[config.mk]
export PLATFORM = sky130hd
export DESIGN_NAME = scratch_selftest
export DESIGN_NICKNAME = d
export VERILOG_FILES = /design/src/rtl/sst_pkg.sv /design/src/rtl/sst_step_table.sv /design/src/rtl/sst_compare.sv /design/src/rtl/scratch_selftest.sv
export SDC_FILE = /design/constraint.sdc
export NUM_CORES = 1
export LEC_CHECK = 0
export ABC_AREA = 1
export BUFFER_PORTS_ARGS = -buffer_cell sky130_fd_sc_hd__buf_2
export CORE_AREA = 5 5 103 105
export DETAILED_ROUTE_END_ITERATION = 8
export DIE_AREA = 0 0 108 110
export GPL_TIMING_DRIVEN = 0
export PLACE_DENSITY = 0.61
export SLEW_MARGIN = 20
export SYNTH_ARGS = -nofsm -noshare
export SYNTH_HDL_FRONTEND = slang
export SYNTH_SLANG_ARGS = --single-unit
[constraint.sdc]
create_clock -name clk -period 2.4 [get_ports clk]
set_input_delay 0 -clock clk [delete_from_list [all_inputs] [get_ports clk]]
set_output_delay 0 -clock clk [all_outputs]
set_load 0.02 [all_outputs]
[src/rtl/sst_pkg.sv]
package sst_pkg;
  localparam int WORD_W = 32;
  localparam logic [WORD_W-1:0] WORD_A = 32'h0123_4567;
  localparam logic [WORD_W-1:0] WORD_B = 32'hFEDC_BA98;
  localparam int STEPS  = 8;
  localparam int STEP_W = $clog2(STEPS);
  localparam int CODE_W = 3;

  typedef enum logic [1:0] {ST_IDLE, ST_ISSUE, ST_WAIT} sst_state_e;

  typedef struct packed {
    logic              is_read;
    logic              reg_sel;
    logic [WORD_W-1:0] word;
    logic [CODE_W-1:0] code;
  } sst_op_t;
endpackage

[src/rtl/sst_step_table.sv]
module sst_step_table
  import sst_pkg::*;
(
  input  logic [STEP_W-1:0] step,
  output sst_op_t           op
);
  // step[2] selects the swapped pass, step[1] read half, step[0] register
  logic swap_pass;
  assign swap_pass = step[2];

  always_comb begin
    op.is_read = step[1];
    op.reg_sel = step[0];
    op.word    = (step[0] ^ swap_pass) ? WORD_B : WORD_A;
    op.code    = {1'b0, swap_pass, step[0]} + CODE_W'(1);
  end
endmodule

[src/rtl/sst_compare.sv]
module sst_compare
  import sst_pkg::*;
#(
  parameter int DATA_W = 128
) (
  input  logic [DATA_W-1:0] rdata,
  input  logic [WORD_W-1:0] expect_word,
  output logic              match
);
  assign match = (rdata[WORD_W-1:0] == expect_word);
endmodule

[src/rtl/scratch_selftest.sv]
module scratch_selftest
  import sst_pkg::*;
#(
  parameter int                ADDR_W    = 8,
  parameter int                DATA_W    = 128,
  parameter logic [ADDR_W-1:0] REG0_ADDR = 'h20,
  parameter logic [ADDR_W-1:0] REG1_ADDR = 'h21
) (
  input  logic              clk,
  input  logic              rst,
  input  logic              start,
  output logic              busy,
  output logic              done,
  output logic              pass,
  output logic [CODE_W-1:0] fail_code,
  output logic              req_valid,
  output logic              req_write,
  output logic [ADDR_W-1:0] req_addr,
  output logic [DATA_W-1:0] req_wdata,
  input  logic              req_ready,
  input  logic              rsp_valid,
  input  logic [DATA_W-1:0] rsp_rdata
);
  localparam int PAD_W = DATA_W - WORD_W;
  localparam logic [STEP_W-1:0] LAST_STEP = STEP_W'(STEPS - 1);

  sst_state_e        state;
  logic [STEP_W-1:0] step;
  logic [STEP_W-1:0] nstep;
  sst_op_t           op_cur;
  sst_op_t           op_nxt;
  logic              rd_match;

  assign nstep = (state == ST_IDLE) ? '0 : step + STEP_W'(1);

  sst_step_table u_cur_tbl (.step(step),  .op(op_cur));
  sst_step_table u_nxt_tbl (.step(nstep), .op(op_nxt));

  sst_compare #(.DATA_W(DATA_W)) u_cmp (
    .rdata       (rsp_rdata),
    .expect_word (op_cur.word),
    .match       (rd_match)
  );

  always_ff @(posedge clk) begin
    if (rst) begin
      state     <= ST_IDLE;
      step      <= '0;
      busy      <= 1'b0;
      done      <= 1'b0;
      pass      <= 1'b0;
      fail_code <= '0;
      req_valid <= 1'b0;
      req_write <= 1'b0;
      req_addr  <= '0;
      req_wdata <= '0;
    end else begin
      done <= 1'b0;
      case (state)
        ST_IDLE: begin
          if (start) begin
            busy      <= 1'b1;
            pass      <= 1'b0;
            fail_code <= '0;
            step      <= nstep;
            req_valid <= 1'b1;
            req_write <= ~op_nxt.is_read;
            req_addr  <= op_nxt.reg_sel ? REG1_ADDR : REG0_ADDR;
            req_wdata <= op_nxt.is_read ? '0 : {{PAD_W{1'b0}}, op_nxt.word};
            state     <= ST_ISSUE;
          end
        end
        ST_ISSUE: begin
          if (req_ready) begin
            if (req_write) begin
              step      <= nstep;
              req_write <= ~op_nxt.is_read;
              req_addr  <= op_nxt.reg_sel ? REG1_ADDR : REG0_ADDR;
              req_wdata <= op_nxt.is_read ? '0 : {{PAD_W{1'b0}}, op_nxt.word};
            end else begin
              req_valid <= 1'b0;
              state     <= ST_WAIT;
            end
          end
        end
        ST_WAIT: begin
          if (rsp_valid) begin
            if (!rd_match || step == LAST_STEP) begin
              done      <= 1'b1;
              busy      <= 1'b0;
              pass      <= rd_match;
              fail_code <= rd_match ? '0 : op_cur.code;
              state     <= ST_IDLE;
            end else begin
              step      <= nstep;
              req_valid <= 1'b1;
              req_write <= ~op_nxt.is_read;
              req_addr  <= op_nxt.reg_sel ? REG1_ADDR : REG0_ADDR;
              req_wdata <= op_nxt.is_read ? '0 : {{PAD_W{1'b0}}, op_nxt.word};
              state     <= ST_ISSUE;
            end
          end
        end
        default: state <= ST_IDLE;
      endcase
    end
  end
endmodule

# After elaboration in Yosys (flattened, before gate mapping)
# Cells that the tools add are included.
totals:
  output_inout_bits: 144
  mem_count: 0
  wordCells: 93
  in_bits: 133
  latchBits: 0
  ramBits: 0
  reg_bits: 149
  romBits: 0
classes:
  order_cmp: 0
  n_eq_ne: 11
  n_mux: 54
  shifts: 0
  bitwise_logic: 5
  reduce_logical: 11
  mul: 0
  addsub: 2
  n_div: 0
op_table:
  columns: ["operator", "count"]
  rows:
  - ["$mux W128", 5]
  - ["$pmux W128 S3", 1]
  - ["$mux W32", 3]
  - ["$mux W8", 5]
  - ["$eq A32 B32 Y1", 1]
  - ["$mux W3", 10]
  - ["$pmux W8 S3", 1]
  - ["$mux W1", 18]
  - ["$ne A2 B2 Y1 const B", 7]
  - ["$reduce_and A6 Y1", 2]
  - ["$pmux W3 S3", 1]
  - ["$mux W2", 4]
  - ["$reduce_and A4 Y1", 2]
  - ["$pmux W1 S3", 2]
  - ["$pmux W2 S3", 1]
  - ["$pmux W3 S2", 1]
  - ["$reduce_and A5 Y1", 1]
  - ["$pmux W1 S2", 2]
  - ["$add A2 B1 Y3 const B", 1]
  - ["$add A3 B1 Y3 const B", 1]
  - ["$eq A3 B3 Y1 const B", 1]
  - ["$not A1 Y1", 3]
  - ["$reduce_bool A3 Y1", 1]
  - ["$reduce_or A3 Y1", 1]
  - ["7 further kinds", 8]

# Longest topological paths before layout
logic_depth:
  word_depth: 8
  depth_mapped: 15
  mapped_depth_nobuf: 15

# Cells and area by module
# A second synthesis with hierarchy kept.
unflattened:
  hier_cells: 717
  hier_area_um2: 4249.1
modules_own_cells:
  columns: ["module", "area_each_um2", "seq_area_each_um2", "cells_each", "instances"]
  rows:
  - ["scratch_selftest", 3067.9, 940.9, 477, 1]
  - ["sst_compare", 645.6, 0.0, 168, 1]
  - ["sst_step_table", 267.8, 0.0, 36, 2]

# Least setup slack after synthesis
# No wires, ideal clock.
synth_path:
  path_type: "reg-to-reg"
  from: "register step[0]"
  to: "register fail_code[0]"
  setup_slack_ps: 637
  t_required_ps: 2288
  n_path_buf: 0
  stages_incl_launch_ff: 16
  period_less_slack_ps: 1763
  arrival_time_ps: 1651
  setup_time_ps: 112
  path_cell_list: "dfxtp_1 > ha_1 > inv_2 > nand2_1 > nor2_1 > nand3_1 > nand2_1 > nand2_1 > inv_1 > nand2_2 > nor2_2 > nand2_2 > nand2_1 > inv_2 > nor2_1 > nor2_1"
synth_between:
  elab_chain_cells: 7
  word_cells_on_any_way: 13
  classes_between: "1 x add/sub; 3 x eq/ne; 5 x mux; 1 x bitwise; 3 x reduce/logical"
synth_rtl:
  columns: ["element", "line", "source"]
  rows:
  - ["start, declared", "scratch_selftest.sv:28", "logic [STEP_W-1:0] step;"]
  - ["start signal, assigned", "scratch_selftest.sv:65", "step <= nstep;"]
  - ["start signal, assigned", "scratch_selftest.sv:76", "step <= nstep;"]
  - ["start signal, assigned", "scratch_selftest.sv:95", "step <= nstep;"]
  - ["$xor A1 B1 Y1", "sst_step_table.sv:14", "op.word = (step[0] ^ swap_pass) ? WORD_B : WORD_A;"]
  - ["$mux W32", "sst_step_table.sv:14", null]
  - ["$eq A32 B32 Y1", "sst_compare.sv:10", "assign match = (rdata[WORD_W-1:0] == expect_word);"]
  - ["$mux W3 / $logic_not A1 Y1 (equally long branches)", "scratch_selftest.sv:92, scratch_selftest.sv:88", null]
  - ["$mux W3 / $logic_or A1 B1 Y1 (equally long branches)", "scratch_selftest.sv:88", "if (!rd_match || step == LAST_STEP) begin"]
  - ["$mux W3 / $ne A2 B2 Y1 (equally long branches)", null, null]
  - ["$pmux W3 S2 / $reduce_and A4 Y1 (equally long branches)", null, null]
  - ["end signal, assigned", "scratch_selftest.sv:92", "fail_code <= rd_match ? '0 : op_cur.code;"]
  - ["end, declared", "scratch_selftest.sv:15", "output logic [CODE_W-1:0] fail_code,"]
# Parallel ways exist; a longest one is shown, timed or not. The select of a mux whose other input is x is not followed.
# A chain may end at the register's enable or synchronous reset.

# Final worst setup path
layout_path:
  from: "register step[0]"
  to: "register fail_code[1]"
# Same word-level chain as after synthesis.

==> results.json <==
{
  "outcome": "finished, final reports clean",
  "rsz0062_at_grt": "no",
  "grt_antenna_before_repair": 1,
  "cts_buffers": 3,
  "grt_usage": 0.0791,
  "endpoint_kind": "flip-flop",
  "place.gp.congestion": 0.829,
  "slew_violations": 0,
  "syn_inst": 319,
  "worst_pin_slew_ns": 0.606,
  "clock.fmax_ghz": 0.485,
  "synth-seq-cells": 16,
  "p_per_area_mw_per_mm2": 831,
  "timing.rr.start": "step[0]",
  "synth_top_cell_area_share": 0.463,
  "grt_pass1_vias": 1822,
  "drive_above_1_share": 0.481,
  "finalWirelength_um": 5210,
  "synth_area_mm2": 0.00216,
  "whs_path_depth": 3,
  "yosys_warnings": 0,
  "worstHoldEndpoint": "done",
  "ir_drop_mv": 0.326,
  "yosysTopAreaCell": "buf_4",
  "grt-ovfl-total": 0,
  "final_common_cell": "buf_4",
  "core_mm2": 0.00955,
  "layout_common_cells": "buf_4 (133), conb_1 (102), buf_2 (77), nand2_1 (49), nor2_1 (39)",
  "instances_no_fill": 634,
  "num_vias": 1971,
  "r2r_end": "fail_code[1]",
  "cts_setup_buffers": 0,
  "finalInstanceArea_mm2": 0.00314,
  "diodes": 0,
  "critPathKind": "flip-flop to flip-flop",
  "finalHoldViolations": 0,
  "cts.sinks": 16,
  "ff2ff_setup_slack_ns": 0.34,
  "tns_ns": 0,
  "area_growth_pct": 45.7,
  "synth_seq_area_share": 0.148,
  "drt_pass1_iterations": 4,
  "maxCapViolCount": 0,
  "ios": 277,
  "synth.distinct_cells": 27,
  "dp.cells": 630,
  "fin_crit_ns": 2.06,
  "initialDrtViolationCount": 37,
  "critPathRequiredTime_ns": 2.55,
  "grt_pass1_wl_um": 7680,
  "cts-resized-gates": 0,
  "clockBufferDepth": 2,
  "die_x_um": 108,
  "finalNetCount": 638,
  "cts_hold_buffers": 0,
  "htreeDepth": 1,
  "drc_errors": 0,
  "leakage_nw": 1.99,
  "setup_viol": 0,
  "die_h_um": 110,
  "hold_start": "rsp_valid",
  "cp-start-kind": "flip-flop",
  "cts_tree": "yes",
  "fin_crit_sh": 0.859,
  "dieArea_mm2": 0.0119,
  "viasPerCell": 3.11,
  "dp_hpwl_um": 4710,
  "cts_root_buf": "clkbuf_8",
  "utilization": 0.329,
  "clk_latency_ns": 0.25,
  "hold_class": "primary input to flip-flop",
  "worst-r2r-cell-count": 15,
  "skew_ns": 0.00128,
  "initial_utilization": 0.226,
  "grt_max_degree": 22,
  "drtAntennaViolNets": 0,
  "port-buffer-count": 77,
  "wire_per_inst_um": 8.21,
  "arrival_ns": 2.21,
  "dpl_cell_area_mm2": 0.00309,
  "path_max_fanout": 6,
  "num_rows": 36,
  "cts.clk_slew.worst_paths_ns": 0.06,
  "synth_area_leaders": "buf_4 (46%), dfxtp_1 (15%), nand2_1 (8.5%), nor2_1 (6.8%), nand3_1 (3.9%)",
  "postSynthAreaPerCell_um2": 6.76,
  "slew_headroom": 0.596
}
critical path: stages (launching register included):
cell	delay, ns
dfxtp_1	0.36
ha_1	0.41
inv_2	0.13
nand2_1	0.06
nor2_1	0.10
nand3_1	0.08
nand2_1	0.07
nand2_1	0.09
inv_1	0.07
nand2_2	0.08
nor2_2	0.12
nand2_2	0.09
nand2_1	0.11
inv_2	0.06
nor2_1	0.09
nor2_1	0.05
metrics by stage:
stage / total power, W / hold slack (ns) / worst slack (ns)
global route: 0.00285 / 0.0237 / 0.0597
global placement: 0.00235 / 0.287 / 0.317
finish: 0.00261 / 0.0200 / 0.339
detailed placement: 0.00239 / 0.286 / 0.308
floorplan: 0.00198 / 0.144 / 0.637
CTS: 0.00263 / 0.0128 / 0.295
report_power, final:
part | internal (W) | switching (W) | leakage (nW) | total [W]
registers | 0.000369 | 0.000118 | 0.132 | 0.000487
logic | 0.000805 | 0.00108 | 1.83 | 0.00189
clock network | 0.000146 | 0.0000944 | 0.0288 | 0.000240
total | 0.00132 | 0.00129 | 1.99 | 0.00261
routing by layer:
| metal | GRT usage | part of all wire |
|---|---|---|
| met1 | 0.0891 | 0.39 |
| met3 | 0.0256 | 0.13 |
| met4 | 0.0298 | 0.015 |
| met2 | 0.139 | 0.46 |
| met5 | 0 | 0.0013 |
cell usage after synthesis:
| cell type | number |
|---|---|
| nand3_4 | 2 |
| a211oi_1 | 1 |
| nor3_2 | 1 |
| inv_1 | 18 |
| o21ai_0 | 1 |
| nor2_1 | 39 |
| nand3_1 | 17 |
| a21oi_2 | 5 |
| clkbuf_1 | 1 |
| nor2_4 | 1 |
| nand2_1 | 49 |
| ha_1 | 3 |
| clkinv_1 | 1 |
| a21oi_1 | 8 |
| buf_12 | 1 |
| nand2_2 | 4 |
| nor2_2 | 5 |
| nor3_1 | 2 |
| dfxtp_1 | 16 |
| conb_1 | 1 |
| o22ai_1 | 1 |
| nand3_2 | 2 |
| buf_6 | 1 |
| inv_2 | 4 |
| or2_4 | 1 |
| nand4_1 | 1 |
| buf_4 | 133 |
worst max path at each step:
stage / from / end / slack [ns] / depth (start not counted)
3_5_place_dp: step[0] / step[1] / 0.31 / 14
5_1_grt: step[0] / fail_code[2] / 0.06 / 15
6_report: step[0] / fail_code[1] / 0.34 / 15
2_1_floorplan: step[0] / fail_code[0] / 0.64 / 15
3_3_place_gp: step[0] / step[1] / 0.32 / 14
4_1_cts: step[0] / step[1] / 0.30 / 14
final cells by class:
type	instances	area, um^2
fill	1059	6410
multi-input combinational	245	1100
buffer	136	1030
timing repair buffer	77	385
sequential	16	320
tap	133	166
inverter	23	86.3
clock buffer	4	55.1
state kept, by name (all words and copies together) (netlist names):
| signal | count |
|---|---|
| req_valid | 1 |
| req_wdata | 2 |
| fail_code | 3 |
| step | 3 |
| done | 1 |
| req_addr | 1 |
| req_write | 1 |
| pass | 1 |
| state | 2 |
| busy | 1 |
logic make-up after synthesis:
| group | after synthesis | synth area share |
|---|---|---|
| adders and majority gates | 3 | 0.0174 |
| DFF | 16 | 0.148 |
| other | 1 | 0.00174 |
| and+or+nand+nor | 124 | 0.266 |
| buffers and inverters | 159 | 0.519 |
| AOI/OAI and AO/OA | 16 | 0.0476 |
No activity file was read; power rests on OpenSTA's default activity.
